### src/rtl/irq_pkg.sv
package irq_pkg;
  localparam int REG_W   = 8;
  localparam int GIE_BIT = 0;
  localparam int EN_LSB  = 1;
  localparam int FLG_LSB = 4;
  localparam int MAX_SRC = 3;

  // Source k vectors to 4*(k+1): external 0x004, timer0 0x008, timer1 0x00C
  function automatic int vec_of(input int idx);
    return 4 * (idx + 1);
  endfunction
endpackage

### src/rtl/irq_edge_sync.sv
module irq_edge_sync #(
  parameter int STAGES = 2
) (
  input  logic clk,
  input  logic rst_n,
  input  logic pin_i,
  output logic fall_o
);
  logic [STAGES-1:0] sync_q, sync_d;
  logic              prev_q, prev_d;

  always_comb begin
    sync_d = {sync_q[STAGES-2:0], pin_i};
    prev_d = sync_q[STAGES-1];
  end

  always_ff @(posedge clk or negedge rst_n) begin
    if (!rst_n) begin
      sync_q <= '1;
      prev_q <= 1'b1;
    end else begin
      sync_q <= sync_d;
      prev_q <= prev_d;
    end
  end

  assign fall_o = prev_q & ~sync_q[STAGES-1];


  fall_single_chk: assert property (@(posedge clk) disable iff (!rst_n)
    fall_o |=> !fall_o);
endmodule

### src/rtl/irq_arbiter.sv
module irq_arbiter #(
  parameter int NSRC  = 3,
  parameter int VEC_W = 13
) (
  input  logic [NSRC-1:0]  pend_i,
  output logic [NSRC-1:0]  grant_o,
  output logic [VEC_W-1:0] vec_o
);
  import irq_pkg::*;

  logic found;

  always_comb begin
    grant_o = '0;
    vec_o   = '0;
    found   = 1'b0;
    for (int i = 0; i < NSRC; i++) begin
      if (pend_i[i] && !found) begin
        grant_o[i] = 1'b1;
        vec_o      = VEC_W'(vec_of(i));
        found      = 1'b1;
      end
    end
  end
endmodule

### src/rtl/irq_ctrl_reg.sv
module irq_ctrl_reg #(
  parameter int NSRC = 3
) (
  input  logic                     clk,
  input  logic                     rst_n,
  input  logic                     we_i,
  input  logic [irq_pkg::REG_W-1:0] wdata_i,
  input  logic                     reti_i,
  input  logic                     take_i,
  input  logic [NSRC-1:0]          grant_i,
  input  logic [NSRC-1:0]          set_i,
  output logic                     gie_o,
  output logic [NSRC-1:0]          en_o,
  output logic [NSRC-1:0]          flag_o,
  output logic [irq_pkg::REG_W-1:0] rdata_o
);
  import irq_pkg::*;

  logic            gie_q, gie_d;
  logic [NSRC-1:0] en_q, en_d;
  logic [NSRC-1:0] flag_q, flag_d;
  logic            base_gie;
  logic [NSRC-1:0] base_en, base_flag;

  always_comb begin
    base_gie = we_i ? wdata_i[GIE_BIT] : gie_q;
    for (int i = 0; i < NSRC; i++) begin
      base_en[i]   = we_i ? wdata_i[EN_LSB + i]  : en_q[i];
      base_flag[i] = we_i ? wdata_i[FLG_LSB + i] : flag_q[i];
    end
    gie_d = base_gie;
    if (reti_i) gie_d = 1'b1;
    if (take_i) gie_d = 1'b0;
    en_d   = base_en;
    flag_d = (base_flag & ~({NSRC{take_i}} & grant_i)) | set_i;
  end

  always_ff @(posedge clk or negedge rst_n) begin
    if (!rst_n) begin
      gie_q  <= 1'b0;
      en_q   <= '0;
      flag_q <= '0;
    end else begin
      gie_q  <= gie_d;
      en_q   <= en_d;
      flag_q <= flag_d;
    end
  end

  always_comb begin
    rdata_o          = '0;
    rdata_o[GIE_BIT] = gie_q;
    for (int i = 0; i < NSRC; i++) begin
      rdata_o[EN_LSB + i]  = en_q[i];
      rdata_o[FLG_LSB + i] = flag_q[i];
    end
  end

  assign gie_o  = gie_q;
  assign en_o   = en_q;
  assign flag_o = flag_q;

  for (genvar g = 0; g < NSRC; g++) begin : g_chk

    flag_set_chk: assert property (@(posedge clk) disable iff (!rst_n)
      set_i[g] |=> flag_o[g]);
  end


  take_clears_gie_chk: assert property (@(posedge clk) disable iff (!rst_n)
    take_i |=> !gie_o);


  reti_sets_gie_chk: assert property (@(posedge clk) disable iff (!rst_n)
    (reti_i && !we_i) |=> gie_o);
endmodule

### src/rtl/irq_vector_ctrl.sv
module irq_vector_ctrl #(
  parameter int NUM_TIMERS  = 2,
  parameter int VEC_W       = 13,
  parameter int SYNC_STAGES = 2
) (
  input  logic                  clk,
  input  logic                  rst_n,
  input  logic                  ext_irq_n_i,
  input  logic [NUM_TIMERS-1:0] tmr_ovf_i,
  input  logic                  stack_full_i,
  input  logic                  reg_we_i,
  input  logic [7:0]            reg_wdata_i,
  input  logic                  reti_i,
  output logic [7:0]            reg_rdata_o,
  output logic                  ack_o,
  output logic [VEC_W-1:0]      vector_o,
  output logic                  wake_o
);
  import irq_pkg::*;

  localparam int NSRC = 1 + NUM_TIMERS;

  // reset: asynchronous assert, synchronous release
  logic [1:0] rst_sync_q;
  logic       rst_int_n;

  always_ff @(posedge clk or negedge rst_n) begin
    if (!rst_n) rst_sync_q <= 2'b00;
    else        rst_sync_q <= {rst_sync_q[0], 1'b1};
  end
  assign rst_int_n = rst_sync_q[1];

  logic            ext_fall;
  logic [NSRC-1:0] set_vec;
  logic            gie;
  logic [NSRC-1:0] en, flag, pend, grant;
  logic [VEC_W-1:0] arb_vec;
  logic            take;

  irq_edge_sync #(.STAGES(SYNC_STAGES)) u_sync (
    .clk    (clk),
    .rst_n  (rst_int_n),
    .pin_i  (ext_irq_n_i),
    .fall_o (ext_fall)
  );

  assign set_vec = {tmr_ovf_i, ext_fall};

  irq_ctrl_reg #(.NSRC(NSRC)) u_reg (
    .clk     (clk),
    .rst_n   (rst_int_n),
    .we_i    (reg_we_i),
    .wdata_i (reg_wdata_i),
    .reti_i  (reti_i),
    .take_i  (take),
    .grant_i (grant),
    .set_i   (set_vec),
    .gie_o   (gie),
    .en_o    (en),
    .flag_o  (flag),
    .rdata_o (reg_rdata_o)
  );

  assign pend = flag & en;

  irq_arbiter #(.NSRC(NSRC), .VEC_W(VEC_W)) u_arb (
    .pend_i  (pend),
    .grant_o (grant),
    .vec_o   (arb_vec)
  );

  assign take = gie & (|pend) & ~stack_full_i & ~reg_we_i & ~reti_i;

  logic             ack_q, ack_d;
  logic [VEC_W-1:0] vec_q, vec_d;

  always_comb begin
    ack_d = take;
    vec_d = take ? arb_vec : '0;
  end

  always_ff @(posedge clk or negedge rst_int_n) begin
    if (!rst_int_n) begin
      ack_q <= 1'b0;
      vec_q <= '0;
    end else begin
      ack_q <= ack_d;
      vec_q <= vec_d;
    end
  end

  assign ack_o    = ack_q;
  assign vector_o = vec_q;
  assign wake_o   = |pend;


  ack_pulse_chk: assert property (@(posedge clk) disable iff (!rst_int_n)
    ack_o |=> !ack_o);

  ack_gie_low_chk: assert property (@(posedge clk) disable iff (!rst_int_n)
    ack_o |-> !gie);

  ack_needs_gie_chk: assert property (@(posedge clk) disable iff (!rst_int_n)
    ack_o |-> $past(gie));

  stack_hold_chk: assert property (@(posedge clk) disable iff (!rst_int_n)
    stack_full_i |=> !ack_o);

  vec_align_chk: assert property (@(posedge clk) disable iff (!rst_int_n)
    ack_o |-> (vector_o[1:0] == 2'b00 && vector_o != '0));

  vec_idle_chk: assert property (@(posedge clk) disable iff (!rst_int_n)
    !ack_o |-> (vector_o == '0));

  wake_flag_chk: assert property (@(posedge clk) disable iff (!rst_int_n)
    wake_o |-> (|flag));
endmodule

### config.mk
export PLATFORM = sky130hd
export DESIGN_NAME = irq_vector_ctrl
export DESIGN_NICKNAME = d
export VERILOG_FILES = /design/src/rtl/irq_pkg.sv /design/src/rtl/irq_edge_sync.sv /design/src/rtl/irq_arbiter.sv /design/src/rtl/irq_ctrl_reg.sv /design/src/rtl/irq_vector_ctrl.sv
export SDC_FILE = /design/constraint.sdc
export NUM_CORES = 1
export LEC_CHECK = 0
export BUFFER_PORTS_ARGS = -buffer_cell sky130_fd_sc_hd__buf_2
export CAP_MARGIN = 20
export CORE_MARGIN = 2
export CORE_UTILIZATION = 45
export DETAILED_ROUTE_END_ITERATION = 8
export GPL_TIMING_DRIVEN = 0
export HOLD_SLACK_MARGIN = 0.02
export PLACE_DENSITY = 0.82
export SLEW_MARGIN = 20
export SYNTH_ARGS = -nofsm -noshare
export SYNTH_HDL_FRONTEND = slang
export SYNTH_SLANG_ARGS = --single-unit
### constraint.sdc
create_clock -name clk -period 1.7 [get_ports clk]
set_input_delay 0.34 -clock clk [delete_from_list [all_inputs] [get_ports clk]]
set_output_delay 0.34 -clock clk [all_outputs]
set_load 0.01 [all_outputs]
* Word level (Yosys, flattened, before mapping)
Index checks and enable logic that the tools add are counted.
Word-level totals: logic and storage cells 42, register bits after elaboration 26, input port bits 16, output and inout bits 23
Cells by class: reduce and logical (&&, ||, !) cells 6, muxes and demuxes 14, bitwise operators 14
Operator list (number):
- $mux W13 | 1
- $mux W1 | 10
- $and A3 B3 Y3 | 3
- $mux W4 | 2
- $and A1 B1 Y1 | 5
- $not A1 Y1 | 4
- $mux W3 | 1
- $not A3 Y3 | 1
- $or A3 B3 Y3 | 1
- $reduce_bool A3 Y1 | 1
- $reduce_or A3 Y1 | 1
- $logic_and A1 B1 Y1 | 2
- $logic_not A1 Y1 | 2

* Depth between registers and ports, before layout
Gate-level depths: netlist (run 1).
word-level depth 12, depth in mapped cells 4

* Hierarchy
Synthesis (run 1) repeated with hierarchy kept, for this count alone.
Second synthesis, totals: cell total of the unflattened synthesis 95, area, all modules 1179.9 um^2
Modules (own cells, without submodules):
- irq_vector_ctrl | area an instance 571.8 um^2, cells an instance 40, times used 1, sequential area each 400.4 um^2
- irq_ctrl_reg | area an instance 381.6 um^2, cells an instance 32, times used 1, sequential area each 175.2 um^2
- irq_arbiter | area an instance 133.9 um^2, cells an instance 19, times used 1, sequential area each 0.0 um^2
- irq_edge_sync | area an instance 92.6 um^2, cells an instance 4, times used 1, sequential area each 78.8 um^2

* Worst setup path before layout (run 1)
Ideal clock, no wire load.
path kind register to output, from register u_reg.en_q[0], in the netlist u_reg.en_o[0], to output port wake_o, slack 395 ps, buffers on the path 0, required time 1360 ps, cell stages (with the launch flop) 3, arrival 965 ps, cell sequence dfrtp_1 a222oi_1 inv_1
Between the ends: cells in the longest elaborated chain, start to end 2
Ends and longest elaborated chain:
- start, declared | line irq_ctrl_reg.sv:20 | logic [NSRC-1:0] en_q, en_d;
- start signal, assigned | line irq_ctrl_reg.sv:45 | en_q <= en_d;
- $and A3 B3 Y3 | line irq_vector_ctrl.sv:64 | assign pend = flag & en;
- $reduce_or A3 Y1 | line irq_vector_ctrl.sv:94 | assign wake_o = |pend;
- end, declared | line irq_vector_ctrl.sv:17 | output logic wake_o
Every way passes these cells.

* Worst setup path after layout (run 1)
from register u_reg.flag_q[2], in the netlist u_reg.flag_o[2], to output port wake_o
Between the ends: cells in the longest elaborated chain, start to end 2
Ends and longest elaborated chain:
- start, declared | line irq_ctrl_reg.sv:21 | logic [NSRC-1:0] flag_q, flag_d;
- start signal, assigned | line irq_ctrl_reg.sv:46 | flag_q <= flag_d;
- $and A3 B3 Y3 | line irq_vector_ctrl.sv:64
- $reduce_or A3 Y1 | line irq_vector_ctrl.sv:94
Every way passes these cells.

==> key figures, run 1 <==
Outcome
  • Status: completed

Critical path
  • CP Capture Type: output pin
  • Worst-case reg-to-reg path depth: 8
  • Critical path class: reg -> out
  • Reg2Reg Launch Point: u_reg.flag_o[2]
  • Max stage delay cell, worst path: dfrtp_1
  • Top fanout value on the critical path: 5
  • Nature of the critical path startpoint: flop
  • Arrival time at the worst endpoint: 1.35 ns
  • Worst r2r dst: u_reg.gie_o
  • Critical Path Max Stage Delay: 0.42 ns
  • Crit-path cells: a222oi_1, buf_4, inv_2, buf_6
  • Worst reg2reg setup slack: 0.13 ns
  • CP Data Required Time: 1.36 ns

Logic synthesis
  • Area fraction of the dominant cell type after synthesis: 43.56%
  • Ys flop type: dfrtp_1
  • Most frequent cells after synthesis: 13 x buf_4, 12 x dfrtp_1, 3 x dfstp_2, 3 x mux2_2, 3 x nand2_1
  • Synth Cell Area: 689.4 um2
  • Yosys cell types: 25
  • Mean cell area of the mapped netlist: 11.68 um2
  • Area contributors post-synth: dfrtp_1 44%, buf_4 14%, dfstp_2 11%, mux2_2 4.9%, o221ai_2 2.2%
  • Cell with the most instances after synthesis: buf_4
  • EDFF count, synth: 0
  • Ys async rst share: 100.0%
  • Yosys reg bits: 15
  • Post-Synthesis Cells: 59
  • Register area share after synthesis: 54.99%
  • Synth area leader: dfrtp_1
  • Yosys Warn Count: 0

Clock network
  • TritonCTS Buffers: 3
  • Htree depth: 1
  • TritonCTS clock tree: yes
  • CTS Root Cell: clkbuf_4
  • Worst-Skew Late Latency: 0.27 ns
  • Max Buffers Root-to-Sink: 2
  • Clock transition at the registers of the reported paths: 0.09 ns
  • Clock tree sinks: 15

Timing
  • RSZ-0062 raised after global routing: true
  • Final slew viol count: 0
  • Worst-Margin Slew: 0.5125 ns
  • Finish-stage setup viols: 0
  • Fin. Hold Viols: 0
  • Fmax: 590.1 MHz
  • Slew headroom: 65.83%
  • Fin crit share: 99.69%
  • Crit path time final: 1.695 ns
  • Setup Skew: 0.003932 ns

Pwr
  • Total power: 777.1 uW
  • Reg power frac: 52.1%
  • Psw: 202.6 uW
  • Pwr/cell area: 800.3 nW/um2
  • Net Sw Frac: 26.07%
  • Pint: 574.5 uW
  • Maximum vdd drop: 541.0 uV
  • Pleak: 0.5168 nW
  • Comb pwr share: 22.9%
  • Clk pwr share: 25.0%

Placement
  • Gpl congestion: 0.7984
  • DP HPWL: 988.8 um
  • IO Port Bufs: 25

Worst hold path
  • Hold Path Class: in -> reg
  • Hold EP: u_sync.sync_q[0]
  • Hold_sp: ext_irq_n_i
  • Hold path cells: 1

Die
  • Initial core utilization: 46.85%
  • Total Die Area: 1861 um2
  • Core Area: 1471 um2
  • Io pins: 39
  • Num rows: 14
  • Die X: 43.14 um
  • DIE HEIGHT: 43.14 um

Route
  • Residual DRC: 0
  • Vias per inst: 4.561
  • Drt pass-1 iters: 4
  • Total Routed Length: 1347 um
  • Initial DRC Count: 23
  • Antenna-violating nets left: 0
  • WL/cell: 10.95 um
  • Detailed-route via count: 561

Final layout
  • Final net count: 124
  • Area Overhead vs Synth: 40.83%
  • Diode count: 0
  • Share of post-route cells with drive strength above 1: 54.21%
  • Fillers: 128
  • Finished Core Util: 65.99%

Global routing
  • Global-route congestion overflow total: 0
  • Vias in the first global route: 536
  • GRT Util Overall: 16.73%
  • Global-route wire length before repair: 2249 um
  • Largest net degree at the start of global routing: 14
  • Initial antenna violation count: 0

Job
  • Max Cap Viol: 0
repair_timing:
action | CTS | global route
buffers inserted | 6 | 1
hold buffers | 1 | 0
gates cloned | 0 | 0
setup endpoints to repair | 1 | 2
resized for setup | 0 | 3
hold endpoints to repair | 2 | 0
pin swaps | 1 | 1
stage by stage:
step	worst slack [ns]	hold WS (ns)	setup TNS [ns]	cell area, um2	instances
after floorplan	0.3951	0.04441	0	730.7	70
after global placement	0.2639	0.1256	0	875.8	111
after detailed placement	0.2290	0.1278	0	875.8	111
after CTS	0.009154	0.1603	0	957.2	122
after global routing	-0.06714	0.1434	-0.06714	970.9	123
final	0.005267	0.1651	0	970.9	123
routing by layer:
layer | up-vias | part of all wire, % | GRT usage, %
met5 | - | 0 | 0
met4 | 0 | 2.1 | 9.697
met3 | 4 | 11 | 3.830
met2 | 34 | 50 | 25.37
met1 | 249 | 37 | 21.64
li1 | 274 | - | -
power groups by stage:
stage	clock (mW)	sequential, mW	combinational, mW
after floorplan	0	0.417	0.0822
after global placement	0	0.413	0.132
after detailed placement	0	0.416	0.135
after CTS	0.199	0.406	0.166
after global routing	0.224	0.410	0.196
final	0.194	0.405	0.178
layout by cell type (no fill, tap or decap), types with 2 or more instances in the layout:
master	count
dfstp_2	3
mux2_2	3
clkbuf_4	3
dfrtp_1	12
buf_4	20
nand2_1	3
nor2_1	2
conb_1	13
o21ai_1	2
buf_2	25
a21oi_1	2
layout make-up:
class / instances / area (um2) / share of cell area [%]
clock buffers: 4 / 26.28 / 2.706
multi-input cells: 39 / 241.5 / 24.87
well taps: 16 / 20.02 / 2.062
plain buffers: 14 / 102.6 / 10.57
flip-flops and latches: 15 / 379.1 / 39.05
inverters: 2 / 7.507 / 0.7732
repair buffers: 33 / 193.9 / 19.97
flip-flops by register name (all words and copies together) (netlist names):
| signal | flops |
|---|---|
| u_sync.prev_q | 1 |
| ack_o | 1 |
| u_reg.en_o | 3 |
| vector_o | 2 |
| u_sync.sync_q | 2 |
| u_reg.gie_o | 1 |
| rst_sync_q | 2 |
| u_reg.flag_o | 3 |
critical path, delay by kind of cell (launching register included):
family                 cells  cell delay [ns]
buffers and inverters      3             0.32
AO/OA/AOI/OAI              1             0.33
flip-flops                 1             0.42
logic make-up after synthesis:
family	count (synthesis)	synth area share, %
mux	4	6.352
other cells	2	1.089
buf+inv	16	15.97
compound gates	11	12.16
flops	15	54.99
simple gates	11	9.438
how the worst max path moves through the flow:
stage / from / end / depth (start not counted)
6_report: u_reg.flag_o[2] / wake_o / 4
5_1_grt: u_reg.flag_o[2] / wake_o / 4
4_1_cts: u_reg.en_o[2] / wake_o / 3
3_5_place_dp: u_reg.en_o[0] / wake_o / 3
3_3_place_gp: u_reg.flag_o[0] / wake_o / 3
2_1_floorplan: u_reg.en_o[0] / wake_o / 2
Power figures use the tool's default switching activity.
==> run 2: changes to the inputs <==
--- a/config.mk
+++ b/config.mk
@@ -7,12 +7,16 @@
 export LEC_CHECK = 0
 export BUFFER_PORTS_ARGS = -buffer_cell sky130_fd_sc_hd__buf_2
 export CAP_MARGIN = 20
+export CELL_PAD_IN_SITES_DETAIL_PLACEMENT = 1
+export CELL_PAD_IN_SITES_GLOBAL_PLACEMENT = 2
+export CORE_ASPECT_RATIO = 1.4
 export CORE_MARGIN = 2
-export CORE_UTILIZATION = 45
+export CORE_UTILIZATION = 26
 export DETAILED_ROUTE_END_ITERATION = 8
 export GPL_TIMING_DRIVEN = 0
 export HOLD_SLACK_MARGIN = 0.02
 export PLACE_DENSITY = 0.82
+export SKIP_CTS_REPAIR_TIMING = 1
 export SLEW_MARGIN = 20
 export SYNTH_ARGS = -nofsm -noshare
 export SYNTH_HDL_FRONTEND = slang
==> run 2 against run 1 <==
Effect of this change:
- the flow now finishes with violations (setup timing)
- via count down 0.36%
- hold slack lost 0.0097 ns
- sequential power rose by 1%
- count of clock-buffer cells in the layout stayed put
- global-route usage down 5.5 points
- maximum frequency fell by 1.6%
- final area is 0.26% higher
- die area rose by 66%
- critical path type unchanged
==> key figures, run 2 (same netlist as run 1, synthesis figures left out) <==
Pwr
  • Pint: 564.2 uW (was 574.5 uW)
  • Total power: 772.0 uW (was 777.1 uW)
  • Comb pwr share: 21.1% (was 22.9%)
  • Maximum vdd drop: 476.8 uV (was 541.0 uV)
  • Pleak: 0.5017 nW (was 0.5168 nW)
  • Pwr/cell area: 793.1 nW/um2 (was 800.3 nW/um2)
  • Clk pwr share: 25.9% (was 25.0%)
  • Net Sw Frac: 26.92% (was 26.07%)
  • Psw: 207.8 uW (was 202.6 uW)
  • Reg power frac: 52.9% (was 52.1%)

Timing
  • Fin crit share: 101.3% (was 99.69%)
  • Setup Skew: 0.002165 ns (was 0.003932 ns)
  • RSZ-0062 raised after global routing: true (unchanged)
  • Final worst-path setup slack: -0.02283 ns (was 0.005267 ns)
  • Worst hold slack: 0.1553 ns (was 0.1651 ns)
  • Crit path time final: 1.723 ns (was 1.695 ns)
  • Fin. Hold Viols: 0 (unchanged)
  • Fmax: 580.4 MHz (was 590.1 MHz)
  • Worst-Margin Slew: 0.5131 ns (was 0.5125 ns)
  • Slew headroom: 65.80% (was 65.83%)
  • Final slew viol count: 0 (unchanged)
  • Finish-stage setup viols: 1 (was 0)
  • Setup TNS Final: -0.02283 ns (was 0 ns)

Final layout
  • Area of the multi-input gates: 241.5 um2 (unchanged)
  • Most frequent cells in the layout: 25 x buf_2, 17 x buf_4, 13 x conb_1 (was 25 x buf_2, 20 x buf_4, 13 x conb_1)
  • Finished Core Util: 38.03% (was 65.99%)
  • Reg area: 379.1 um2 (unchanged)
  • Area Overhead vs Synth: 41.20% (was 40.83%)
  • Final net count: 121 (was 124)
  • Fillers: 307 (was 128)
  • Diode count: 0 (unchanged)
  • Share of post-route cells with drive strength above 1: 52.88% (was 54.21%)
  • Commonest non-fill, non-tap cell in the layout: buf_2 (unchanged)

Clock network
  • Worst-Skew Late Latency: 0.28 ns (was 0.27 ns)
  • Clock transition at the registers of the reported paths: 0.08 ns (was 0.09 ns)
  • Clock tree sinks: 15 (unchanged)
  • TritonCTS clock tree: yes (unchanged)
  • Max Buffers Root-to-Sink: 2 (unchanged)
  • TritonCTS Buffers: 3 (unchanged)
  • Htree depth: 1 (unchanged)
  • CTS Root Cell: clkbuf_4 (unchanged)

Placement
  • Gpl congestion: 0.7081 (was 0.7984)
  • DP HPWL: 1216 um (was 988.8 um)
  • IO Port Bufs: 25 (unchanged)

Global routing
  • Global-route wire length before repair: 2387 um (was 2249 um)
  • Met2 Use GR: 18.58% (was 25.37%)
  • GR Util met1: 12.37% (was 21.64%)
  • Vias in the first global route: 551 (was 536)
  • Largest net degree at the start of global routing: 14 (unchanged)
  • Initial antenna violation count: 0 (unchanged)
  • Global-route congestion overflow total: 0 (unchanged)
  • Met3 global-route usage: 1.671% (was 3.830%)
  • GRT Util Overall: 11.19% (was 16.73%)
  • Grt peak-use layer: met2 (unchanged)

Critical path
  • Critical path class: reg -> out (unchanged)
  • WP depth: 4 (unchanged)
  • Crit-path cells: a222oi_1, buf_4, inv_2, buf_6 (unchanged)
  • CP delay by family, top: flip-flops (unchanged)
  • CP Data Required Time: 1.36 ns (about the same)
  • CP Capture Type: output pin (unchanged)
  • Top fanout value on the critical path: 4 (was 5)
  • Arrival time at the worst endpoint: 1.38 ns (was 1.35 ns)
  • Worst-case reg-to-reg path depth: 3 (was 8)
  • Worst path buffer plus inverter count: 3 (unchanged)
  • Worst reg2reg setup slack: 0.34 ns (was 0.13 ns)
  • Critical Path Max Stage Delay: 0.41 ns (was 0.42 ns)
  • Max stage delay cell, worst path: dfrtp_1 (unchanged)
  • Nature of the critical path startpoint: flop (unchanged)

Die
  • Core Area: 2560 um2 (was 1471 um2)
  • Die X: 47.52 um (was 43.14 um)
  • Num rows: 22 (was 14)
  • DIE HEIGHT: 64.93 um (was 43.14 um)
  • Io pins: 39 (unchanged)
  • Initial core utilization: 26.93% (was 46.85%)
  • Total Die Area: 3085 um2 (was 1861 um2)

Route
  • Detailed-route via count: 559 (was 561)
  • Residual DRC: 0 (unchanged)
  • Initial DRC Count: 9 (was 23)
  • Drt pass-1 iters: 4 (unchanged)
  • WL/cell: 10.96 um (was 10.95 um)
  • Vias per inst: 3.993 (was 4.561)
  • Antenna-violating nets left: 0 (unchanged)
  • Total Routed Length: 1535 um (was 1347 um)

Worst hold path
  • Hold path cells: 1 (unchanged)
  • Hold Path Class: in -> reg (unchanged)

Job
  • Max Cap Viol: 0 (unchanged)

Outcome
  • Status: finished, violations left (was completed)
  • Failing checks: setup timing
[run 2: metrics by stage]
stage          instance area (um2)  setup WS, ns  instances
4_1_cts                      927.1       -0.1600        135
6_report                     973.4      -0.02283        140
3_5_place_dp                 900.9        0.1546        131
2_1_floorplan                730.7        0.3951         70
3_3_place_gp                 900.9        0.2146        131
5_1_grt                      973.4       -0.1195        140
[run 2: layer usage]
metal	share of wire [%]	up-vias
li1	-	266
met1	38	265
met2	53	22
met3	5.5	6
met4	3.5	0
met5	0	-
[run 2: worst register-to-register path: stages (launching register included)]
cell	delay, ns
dfrtp_1	0.38
nor4b_1	0.42
nand2_1	0.14
o31a_1	0.31
[run 2: power by group through the flow]
| stage | combinational [mW] | sequential [mW] | clock [mW] |
|---|---|---|---|
| 6_report | 0.163 | 0.409 | 0.200 |
| 5_1_grt | 0.179 | 0.415 | 0.227 |
| 4_1_cts | 0.138 | 0.411 | 0.208 |
| 3_5_place_dp | 0.137 | 0.417 | 0 |
| 3_3_place_gp | 0.134 | 0.414 | 0 |
| 2_1_floorplan | 0.0822 | 0.417 | 0 |
[run 2: area by class of cell]
type / count / area share [%]
Sequential cell: 15 / 38.95
Inverter: 2 / 0.7712
Clock buffer: 4 / 2.699
Multi-Input combinational cell: 39 / 24.81
Tap cell: 36 / 4.627
Buffer: 14 / 10.54
Timing Repair Buffer: 30 / 17.61
[run 2: worst paths after layout]
kind | end | from
setup / recovery | wake_o | u_reg.en_o[0]
hold / removal | u_sync.sync_q[0] | ext_irq_n_i
setup reg to reg | u_reg.flag_o[2] | u_reg.gie_o
hold reg to reg | u_reg.flag_o[2] | rst_sync_q[1]
max in group asynchronous | u_sync.sync_q[0] | rst_sync_q[1]
min in group asynchronous | u_reg.flag_o[2] | rst_sync_q[1]
